===== src/rtl/mul_shift_pkg.sv =====
package mul_shift_pkg;
  typedef enum logic [2:0] {
    OP_MUL_LO  = 3'd0,
    OP_MULH_S  = 3'd1,
    OP_MULH_U  = 3'd2,
    OP_SHL     = 3'd3,
    OP_SHR_L   = 3'd4,
    OP_SHR_A   = 3'd5,
    OP_RSVD6   = 3'd6,
    OP_RSVD7   = 3'd7
  } msu_op_e;
endpackage


===== src/rtl/msu_operand_prep.sv =====
// Maps an opcode and operands onto signed (XLEN+1)-bit multiplier inputs
// and picks which product word is the result.
module msu_operand_prep
  import mul_shift_pkg::*;
#(
  parameter int XLEN = 32
) (
  input  logic [2:0]         op_i,
  input  logic [XLEN-1:0]    a_i,
  input  logic [XLEN-1:0]    b_i,
  output logic signed [XLEN:0] mul_a_o,
  output logic signed [XLEN:0] mul_b_o,
  output logic               sel_hi_o
);
  localparam int SHW = $clog2(XLEN);
  localparam logic [SHW:0] XLEN_W = (SHW+1)'(XLEN);
  localparam logic [XLEN-1:0] ONE = XLEN'(1);

  logic [SHW-1:0]  amt;
  logic [SHW:0]    amt_r;
  logic [XLEN-1:0] pow_l;
  logic [XLEN-1:0] pow_r;
  logic            amt_zero;

  assign amt      = b_i[SHW-1:0];
  assign amt_zero = (amt == '0);
  assign amt_r    = XLEN_W - {1'b0, amt};
  assign pow_l    = ONE << amt;
  // right shift by n: multiply by 2^(XLEN-n) and take the high word
  assign pow_r    = amt_zero ? ONE : (ONE << amt_r);

  always_comb begin
    mul_a_o  = {1'b0, a_i};
    mul_b_o  = {1'b0, b_i};
    sel_hi_o = 1'b0;
    unique case (msu_op_e'(op_i))
      OP_MULH_S: begin
        mul_a_o  = {a_i[XLEN-1], a_i};
        mul_b_o  = {b_i[XLEN-1], b_i};
        sel_hi_o = 1'b1;
      end
      OP_MULH_U: sel_hi_o = 1'b1;
      OP_SHL:    mul_b_o  = {1'b0, pow_l};
      OP_SHR_L: begin
        mul_b_o  = {1'b0, pow_r};
        sel_hi_o = !amt_zero;
      end
      OP_SHR_A: begin
        mul_a_o  = {a_i[XLEN-1], a_i};
        mul_b_o  = {1'b0, pow_r};
        sel_hi_o = !amt_zero;
      end
      default: ;
    endcase
  end
endmodule


===== src/rtl/msu_mult_core.sv =====
// Signed (XLEN+1)x(XLEN+1) multiplier; an optional output register
// splits the path for the longer latency setting.
module msu_mult_core #(
  parameter int XLEN    = 32,
  parameter bit OUT_REG = 1'b0
) (
  input  logic                 clk_i,
  input  logic                 rst_ni,
  input  logic signed [XLEN:0] a_i,
  input  logic signed [XLEN:0] b_i,
  output logic [2*XLEN-1:0]    prod_o
);
  logic signed [2*XLEN+1:0] full;
  assign full = a_i * b_i;

  if (OUT_REG) begin : g_reg
    logic [2*XLEN-1:0] prod_q;
    always_ff @(posedge clk_i or negedge rst_ni) begin
      if (!rst_ni) prod_q <= '0;
      else         prod_q <= full[2*XLEN-1:0];
    end
    assign prod_o = prod_q;
  end else begin : g_comb
    assign prod_o = full[2*XLEN-1:0];
  end
endmodule


===== src/rtl/msu_ctrl.sv =====
// Start/busy/done sequencing for the unpipelined multicycle path.
module msu_ctrl #(
  parameter int LATENCY = 2
) (
  input  logic clk_i,
  input  logic rst_ni,
  input  logic start_i,
  output logic accept_o,
  output logic load_o,
  output logic busy_o,
  output logic done_o
);
  localparam int CW = (LATENCY > 2) ? $clog2(LATENCY) : 1;
  localparam logic [CW-1:0] LAST = CW'(LATENCY - 2);

  logic          busy_q;
  logic          done_q;
  logic [CW-1:0] cnt_q;

  assign accept_o = start_i && (!busy_q || done_q);
  assign load_o   = busy_q && !done_q && (cnt_q == LAST);

  always_ff @(posedge clk_i or negedge rst_ni) begin
    if (!rst_ni) begin
      busy_q <= 1'b0;
      done_q <= 1'b0;
      cnt_q  <= '0;
    end else if (accept_o) begin
      busy_q <= 1'b1;
      done_q <= 1'b0;
      cnt_q  <= '0;
    end else if (done_q) begin
      busy_q <= 1'b0;
      done_q <= 1'b0;
    end else if (busy_q) begin
      if (cnt_q == LAST) done_q <= 1'b1;
      else               cnt_q  <= cnt_q + 1'b1;
    end
  end

  assign busy_o = busy_q;
  assign done_o = done_q;


  done_in_busy_chk: assert property (@(posedge clk_i) disable iff (!rst_ni)
    done_q |-> busy_q);

  done_pulse_chk: assert property (@(posedge clk_i) disable iff (!rst_ni)
    done_q |=> !done_q);

  latency_chk: assert property (@(posedge clk_i) disable iff (!rst_ni)
    accept_o |-> ##LATENCY done_q);

  no_early_done_chk: assert property (@(posedge clk_i) disable iff (!rst_ni)
    accept_o |=> !done_q);
endmodule


===== src/rtl/mul_shift_unit.sv =====
module mul_shift_unit
  import mul_shift_pkg::*;
#(
  parameter int XLEN    = 32,
  parameter int LATENCY = 2
) (
  input  logic            clk_i,
  input  logic            rst_ni,
  input  logic            start_i,
  input  logic [2:0]      op_i,
  input  logic [XLEN-1:0] a_i,
  input  logic [XLEN-1:0] b_i,
  output logic            busy_o,
  output logic            done_o,
  output logic [XLEN-1:0] result_o
);
  localparam bit OUT_REG = (LATENCY >= 3);

  logic signed [XLEN:0] prep_a, prep_b;
  logic                 prep_hi;
  logic signed [XLEN:0] opa_q, opb_q;
  logic                 hi_q;
  logic [2*XLEN-1:0]    prod;
  logic [XLEN-1:0]      res_q;
  logic                 accept, load;

  msu_operand_prep #(.XLEN(XLEN)) u_prep (
    .op_i     (op_i),
    .a_i      (a_i),
    .b_i      (b_i),
    .mul_a_o  (prep_a),
    .mul_b_o  (prep_b),
    .sel_hi_o (prep_hi)
  );

  msu_ctrl #(.LATENCY(LATENCY)) u_ctrl (
    .clk_i    (clk_i),
    .rst_ni   (rst_ni),
    .start_i  (start_i),
    .accept_o (accept),
    .load_o   (load),
    .busy_o   (busy_o),
    .done_o   (done_o)
  );

  always_ff @(posedge clk_i or negedge rst_ni) begin
    if (!rst_ni) begin
      opa_q <= '0;
      opb_q <= '0;
      hi_q  <= 1'b0;
    end else if (accept) begin
      opa_q <= prep_a;
      opb_q <= prep_b;
      hi_q  <= prep_hi;
    end
  end

  msu_mult_core #(.XLEN(XLEN), .OUT_REG(OUT_REG)) u_mult (
    .clk_i  (clk_i),
    .rst_ni (rst_ni),
    .a_i    (opa_q),
    .b_i    (opb_q),
    .prod_o (prod)
  );

  always_ff @(posedge clk_i or negedge rst_ni) begin
    if (!rst_ni)   res_q <= '0;
    else if (load) res_q <= hi_q ? prod[2*XLEN-1:XLEN] : prod[XLEN-1:0];
  end

  assign result_o = res_q;


  operands_held_chk: assert property (@(posedge clk_i) disable iff (!rst_ni)
    (busy_o && !done_o && !start_i) |=> ($stable(opa_q) && $stable(opb_q) && $stable(hi_q)));

  result_hold_chk: assert property (@(posedge clk_i) disable iff (!rst_ni)
    !load |=> $stable(result_o));

  idle_no_done_chk: assert property (@(posedge clk_i) disable iff (!rst_ni)
    !busy_o |-> !done_o);
endmodule


===== config.mk =====
export PLATFORM = sky130hd
export DESIGN_NAME = mul_shift_unit
export DESIGN_NICKNAME = d
export VERILOG_FILES = /design/src/rtl/mul_shift_pkg.sv /design/src/rtl/msu_operand_prep.sv /design/src/rtl/msu_mult_core.sv /design/src/rtl/msu_ctrl.sv /design/src/rtl/mul_shift_unit.sv
export SDC_FILE = /design/constraint.sdc
export NUM_CORES = 2
export LEC_CHECK = 0
export BUFFER_PORTS_ARGS = -buffer_cell sky130_fd_sc_hd__buf_2
export CORE_MARGIN = 8
export CORE_UTILIZATION = 65
export CTS_BUF_LIST = sky130_fd_sc_hd__clkbuf_4
export DETAILED_ROUTE_END_ITERATION = 16
export GPL_TIMING_DRIVEN = 0
export PLACE_DENSITY = 0.83
export SLEW_MARGIN = 30
export SYNTH_ARGS = -nofsm -noshare
export SYNTH_HDL_FRONTEND = slang
export SYNTH_HIERARCHICAL = 1
export SYNTH_SLANG_ARGS = --single-unit

===== constraint.sdc =====
create_clock -name clk_i -period 9.1 [get_ports clk_i]
set_input_delay 1.365 -clock clk_i [delete_from_list [all_inputs] [get_ports clk_i]]
set_output_delay 1.365 -clock clk_i [all_outputs]
set_load 0.05 [all_outputs]

Word level (Yosys, flattened, before mapping)

Cells that the tools add are included.

Logic and storage cells: 48
Output and inout bits: 34
Bits of input ports: 70
Register bits: 102

Reduce and logical (&&, ||, !) cells: 14
Shifts and indexed selects: 2
Bitwise gates (word level): 1
Multiply operators: 1
Mux-type cells: 15
Equal/unequal tests: 6
Add/sub/neg operators: 2

Operator list:

| kind                                                               | count |
|---|---|
| 33-bit one-hot mux with 3 select lines                             | 1 |
| 33-bit by 33-bit multiplier with 64-bit output                     | 1 |
| 32-bit two-way mux                                                 | 2 |
| 33-bit two-way mux                                                 | 1 |
| 1-bit by 5-bit << shifter with 32-bit output, first input constant | 1 |
| 1-bit by 6-bit << shifter with 32-bit output, first input constant | 1 |
| 1-bit two-way mux                                                  | 10 |
| 3-bit by 2-bit == test with 1-bit output, second input constant    | 2 |
| 3-bit == test, second input constant                               | 2 |
| 2-bit OR reduction                                                 | 3 |
| 6-bit by 5-bit subtractor with 6-bit output, first input constant  | 1 |
| 5-bit zero test                                                    | 1 |
| 2-bit nonzero test                                                 | 2 |
| 3-bit by 1-bit == test with 1-bit output, second input constant    | 1 |
| 1-bit logical AND                                                  | 3 |
| 1-bit zero test                                                    | 3 |
| 2-bit != test, second input constant                               | 1 |
| 1-bit one-hot mux with 2 select lines                              | 1 |
| 2-bit AND reduction                                                | 1 |
| 1-bit adder, second input constant                                 | 1 |
| 1-bit logical OR                                                   | 1 |
| 1-bit inverter                                                     | 1 |

Logic depth before layout (Yosys ltp)

Word-level depth: 5
Mapped depth: 30
Gate-level depth less buffers: 28

Hierarchy

The synthesis kept the hierarchy.

By module, submodules not included:

| module           | cells an instance | sequential area each (um^2) | instances | area an instance (um^2) |
|---|---|---|---|---|
| msu_mult_core    | 4146              | 0.0                         | 1         | 38295.5 |
| mul_shift_unit   | 280               | 2477.4                      | 1         | 4075.2 |
| msu_operand_prep | 173               | 0.0                         | 1         | 1197.4 |
| msu_ctrl         | 6                 | 50.0                        | 1         | 82.6 |

Least setup slack after synthesis

No wires, ideal clock.

Path kind: register to register
Start: reg opa_q[32]
End: reg res_q[31] (netlist: result_o[31])
Buffers on the path: 1
Path slack: 1.222 ns
Data arrival time: 7.800 ns
Setup time: 0.077 ns
Cell stages (with the launch flop): 27
Required time: 9.023 ns
Path through: dfrtp_1 > clkbuf_1 > nand2_1 > inv_1 > fa_1 > fa_1 > fa_1 > inv_1 > fa_1 > inv_1 > fa_1 > fa_1 > fa_1 > inv_1 > fa_1 > inv_1 > ha_1 > and4_1 > a2111oi_0 > a21oi_1 > o21ai_0 > nor2b_1 > o21ai_0 > o21a_1 > o221ai_1 > mux2i_1 > a21oi_1

Word-level cells in the longest chain between the ends: 2

Ends and longest elaborated chain:

| element                                        | RTL line             | RTL |
|---|---|---|
| start, declared                                | mul_shift_unit.sv:21 | `logic signed [XLEN:0] opa_q, opb_q;` |
| start signal, assigned                         | mul_shift_unit.sv:52 | `opa_q <= prep_a;` |
| 33-bit by 33-bit multiplier with 64-bit output | msu_mult_core.sv:14  | `assign full = a_i * b_i;` |
| net prod[63]                                   | mul_shift_unit.sv:23 | `logic [2*XLEN-1:0] prod;` |
| 32-bit two-way mux                             | mul_shift_unit.sv:68 | `else if (load) res_q <= hi_q ? prod[2*XLEN-1:XLEN] : prod[XLEN-1:0];` |
| end signal, assigned                           | mul_shift_unit.sv:68 |  |
| end, declared                                  | mul_shift_unit.sv:24 | `logic [XLEN-1:0] res_q;` |

The timed path passes the listed nets, and every way through them passes these cells.
A chain may end at the register's enable or synchronous reset.

Worst setup path in the final report

Start: reg opb_q[16]
End: reg res_q[30] (netlist: result_o[30])

Word-level cells in the longest chain between the ends: 2

Ends and longest elaborated chain:

| element                                        | RTL line             | RTL |
|---|---|---|
| start, declared                                | mul_shift_unit.sv:21 |  |
| start signal, assigned                         | mul_shift_unit.sv:53 | `opb_q <= prep_b;` |
| 33-bit by 33-bit multiplier with 64-bit output | msu_mult_core.sv:14  |  |
| net prod[62]                                   | mul_shift_unit.sv:23 |  |
| 32-bit two-way mux                             | mul_shift_unit.sv:68 |  |

The timed path passes the listed nets, and every way through them passes these cells.

==> impl_results.md <==
* Outcome: completed
* Die Span Y at 275 um
* Setup TNS at 0 ns
* Global Route met2 Usage at 0.680
* Total track usage at 0.470
* GRT busiest layer: met2
* CP startpoint kind: flip-flop
* Initial antenna violation count at 35
* Area growth syn-to-layout at 5.32%
* Sequential-to-total area share from yosys stat at 0.0579
* Post-DP HPWL at 139,000 um
* Synth Net Count at 6,015
* Routed wire per std cell at 30.7 um
* First-pass GRT wire length at 250,000 um
* Pin count of the biggest net entering global routing at 84
* Vias per cell at 6.29
* Final #Nets at 6,121
* Post-synth top flop: dfrtp_1
* Multi-input combinational cell area at 35,900 um^2
* CTS tree: done
* Post-route ant nets at 0
* CP Data Arrival Time at 9.60 ns
* CP endpoint: result_o[30]
* Maximum clock path buffer count at 2
* Fmax at 0.110 GHz
* Max-slew headroom at 0.366
* Reg2Reg Depth at 26
* Setup-failing EPs final at 0
* I/O pins at 104
* Crit Path Max Fanout at 10
* GR Util met1 at 0.562
* EDFF count, synth at 0
* Crit path from: opb_q[16]
* Vias in the first global route at 37,034
* Crit Path Class: flip-flop to flip-flop
* Slew Viols, Final at 0
* Mapped Cells at 4,605
* Die width at 275 um
* DRC viols at 0
* Grt met3 use at 0.207
* Max-Cap Viols at 0
* Min-delay worst type: input port to async pin
* Avg Cell Area, Syn at 9.48 um^2
* R2r endpoint: result_o[30]
* Max H-tree Level at 3
* Clock Tree Root: clkbuf_4
* Period utilization at 0.995
* WP data required at 9.65 ns
* Register bit total from synthesis at 101
* IO buf count at 70
* Initial Util at 0.653
* Core Util, Final at 0.688
* Async SR Flop Fraction at 1.00
* Slew @ Worst Pin at 0.951 ns
* Final WL at 173,000 um
* Reg2Reg Setup Slack at 0.05 ns
* Min Clock Period, post-route at 9.05 ns
* Grt total ovfl at 0
* DRT Pass-1 Iters at 6
* CTS Sinks at 101
* R2R Path Start: opb_q[16]
* Die ar. at 75,700 um^2
* Clock transition at path regs at 0.31 ns
* FILL cells at 5,343
* Ratio of cells with drive above 1 in the final layout at 0.0980
* Routability cong. at 1.08
* Via count at 35,328
* Num CTS Buffers at 9
* Drt first-iter violations at 4,336
* Std-Cell Rows at 95
* Clk_lat worst skew at 0.67 ns
* Post-DP Area at 45,200 um^2
* Final hold vios at 0
* Worst setup EP type: flip-flop
* Mapped Area at 43,700 um^2
* Post-route cell area at 46,000 um^2
* Reg area at 2570 um^2
* Synth cell types at 75
* Worst Clk Skew at 0.0940 ns
* Yosys warns at 6
* Core Area at 66,800 um^2
* # hold bufs at CTS at 0
==> sequential cells by signal, indices dropped and copies added, names as in the netlist <==
name           cells
u_ctrl/done_o      1
u_ctrl/busy_o      1
opa_q             33
hi_q               1
opb_q             33
result_o          32
==> cell usage after synthesis (3+ instances only) <==
cell type | number | area share
fa_1 | 1125 | 0.52
inv_1 | 1082 | 0.093
nand2_1 | 565 | 0.049
and2_1 | 553 | 0.079
clkbuf_1 | 223 | 0.019
ha_1 | 215 | 0.062
dfrtp_1 | 101 | 0.058
a21oi_1 | 100 | 0.011
nor2_1 | 61 | 0.0052
xnor2_1 | 54 | 0.011
nand3_1 | 43 | 0.0049
mux2_2 | 37 | 0.0095
buf_4 | 35 | 0.0060
o21ai_0 | 34 | 0.0039
nor2b_1 | 33 | 0.0047
mux2i_1 | 32 | 0.0073
mux2_4 | 30 | 0.010
o221ai_1 | 25 | 0.0050
xor2_1 | 25 | 0.0050
a21o_1 | 21 | 0.0036
nand4_1 | 19 | 0.0027
and3_1 | 17 | 0.0024
buf_2 | 15 | 0.0017
nand2b_1 | 15 | 0.0021
a221o_1 | 11 | 0.0025
o21bai_1 | 11 | 0.0019
nor3_1 | 9 | 0.0010
a211oi_1 | 8 | 0.0014
buf_6 | 7 | 0.0018
o21ai_1 | 7 | 0.00080
a31oi_1 | 6 | 0.00086
and3b_1 | 5 | 0.0010
buf_1 | 5 | 0.00043
nor4_1 | 5 | 0.00072
o21a_1 | 5 | 0.00086
and4_1 | 4 | 0.00080
o221ai_2 | 4 | 0.0014
a221oi_1 | 3 | 0.00060
nand4b_1 | 3 | 0.00060
nor4b_1 | 3 | 0.00060
or2_2 | 3 | 0.00043
or3_1 | 3 | 0.00043
==> critical path: stages, from the launching register on <==
cell and delay [ns]:
dfrtp_2 0.69, clkbuf_1 0.64, and2_1 0.25, fa_1 0.48, fa_1 0.54, inv_1 0.06
fa_1 0.48, inv_1 0.05, fa_1 0.48, fa_1 0.68, fa_1 0.53, fa_1 0.52
inv_1 0.05, fa_1 0.48, inv_1 0.04, ha_1 0.42, a21oi_1 0.32, o21ai_1 0.16
a311oi_1 0.30, o21ai_1 0.16, a221oi_2 0.37, nand2_1 0.16, a221o_1 0.37, and4_1 0.24
a211oi_2 0.22, mux2i_1 0.13, a21oi_1 0.16
==> placed cells by master, fill, tap and decap left out, types with 8 or more instances in the layout <==
cell type	instances
and2_1	553
fa_2	8
nand3_1	43
a21o_1	21
diode_2	30
clkbuf_1	74
o21ai_0	34
o221ai_1	24
nor3_1	9
clkbuf_4	25
o21bai_1	11
and3_1	17
dfrtp_1	70
xnor2_1	54
mux2_2	37
clkbuf_2	121
a21oi_1	97
a221o_1	11
nand2b_1	15
nor2b_1	32
nand2_1	564
fa_1	1117
nor2_1	61
nand4_1	19
buf_2	90
buf_6	8
mux2i_1	32
mux2_4	30
ha_1	213
xor2_1	25
inv_1	1080
dfrtp_2	29
buf_4	62
==> layout make-up <==
cell class | count | area share
Multi-Input combinational cell | 3135 | 0.780
Clock inverter | 7 | 0.00196
Buffer | 281 | 0.0323
Clock buffer | 9 | 0.00147
Sequential cell | 101 | 0.0559
Antenna cell | 30 | 0.00163
Tap cell | 873 | 0.0238
Timing Repair Buffer | 100 | 0.0141
Inverter | 1083 | 0.0886
==> cell families (layout without fill, tap and decap cells) <==
| family | Yosys count | after routing | synth area share |
|---|---|---|---|
| fa+ha+maj | 1340 | 1340 | 0.578 |
| buf+inv | 1369 | 1480 | 0.122 |
| compound gates | 268 | 268 | 0.0416 |
| flops | 101 | 101 | 0.0579 |
| xor+xnor | 79 | 79 | 0.0159 |
| mux | 99 | 99 | 0.0272 |
| simple gates | 1349 | 1349 | 0.157 |
| other cells | 0 | 30 | 0 |
==> per-stage QoR <==
| step | cells | hold slack (ns) | setup WS, ns |
|---|---|---|---|
| final | 5619 | 0.484 | 0.0460 |
| after global routing | 5592 | 0.447 | -0.00627 |
| after CTS | 5571 | 0.450 | 0.00266 |
| after detailed placement | 5550 | 0.509 | -0.969 |
| after global placement | 5548 | 0.502 | -1.19 |
| after floorplan | 4605 | 0.555 | 1.22 |
==> metal layers <==
metal	wire, um	up-vias
li1	-	13661
met1	56400	17863
met2	72800	2926
met3	26900	862
met4	16400	16
met5	150	-
==> how the worst min path moves through the flow <==
stage	startpoint	end	slack [ns]	cells past startpoint
6_report	rst_ni	opa_q[2]	0.48	1
5_1_grt	rst_ni	opa_q[2]	0.45	1
4_1_cts	rst_ni	opa_q[2]	0.45	1
3_5_place_dp	result_o[22]	result_o[22]	0.51	2
3_3_place_gp	result_o[22]	result_o[22]	0.50	2
2_1_floorplan	opa_q[32]	opa_q[32]	0.56	1
==> timing repair <==
action                     in CTS  in global routing
pin swaps                       2                  3
resized for setup              83                213
setup endpoints to repair      17                 20
buffers inserted                5                 23
Power is left out: the tool's default activity adds up to more than one toggle a clock period on the data nets, which glitch-free logic cannot reach.
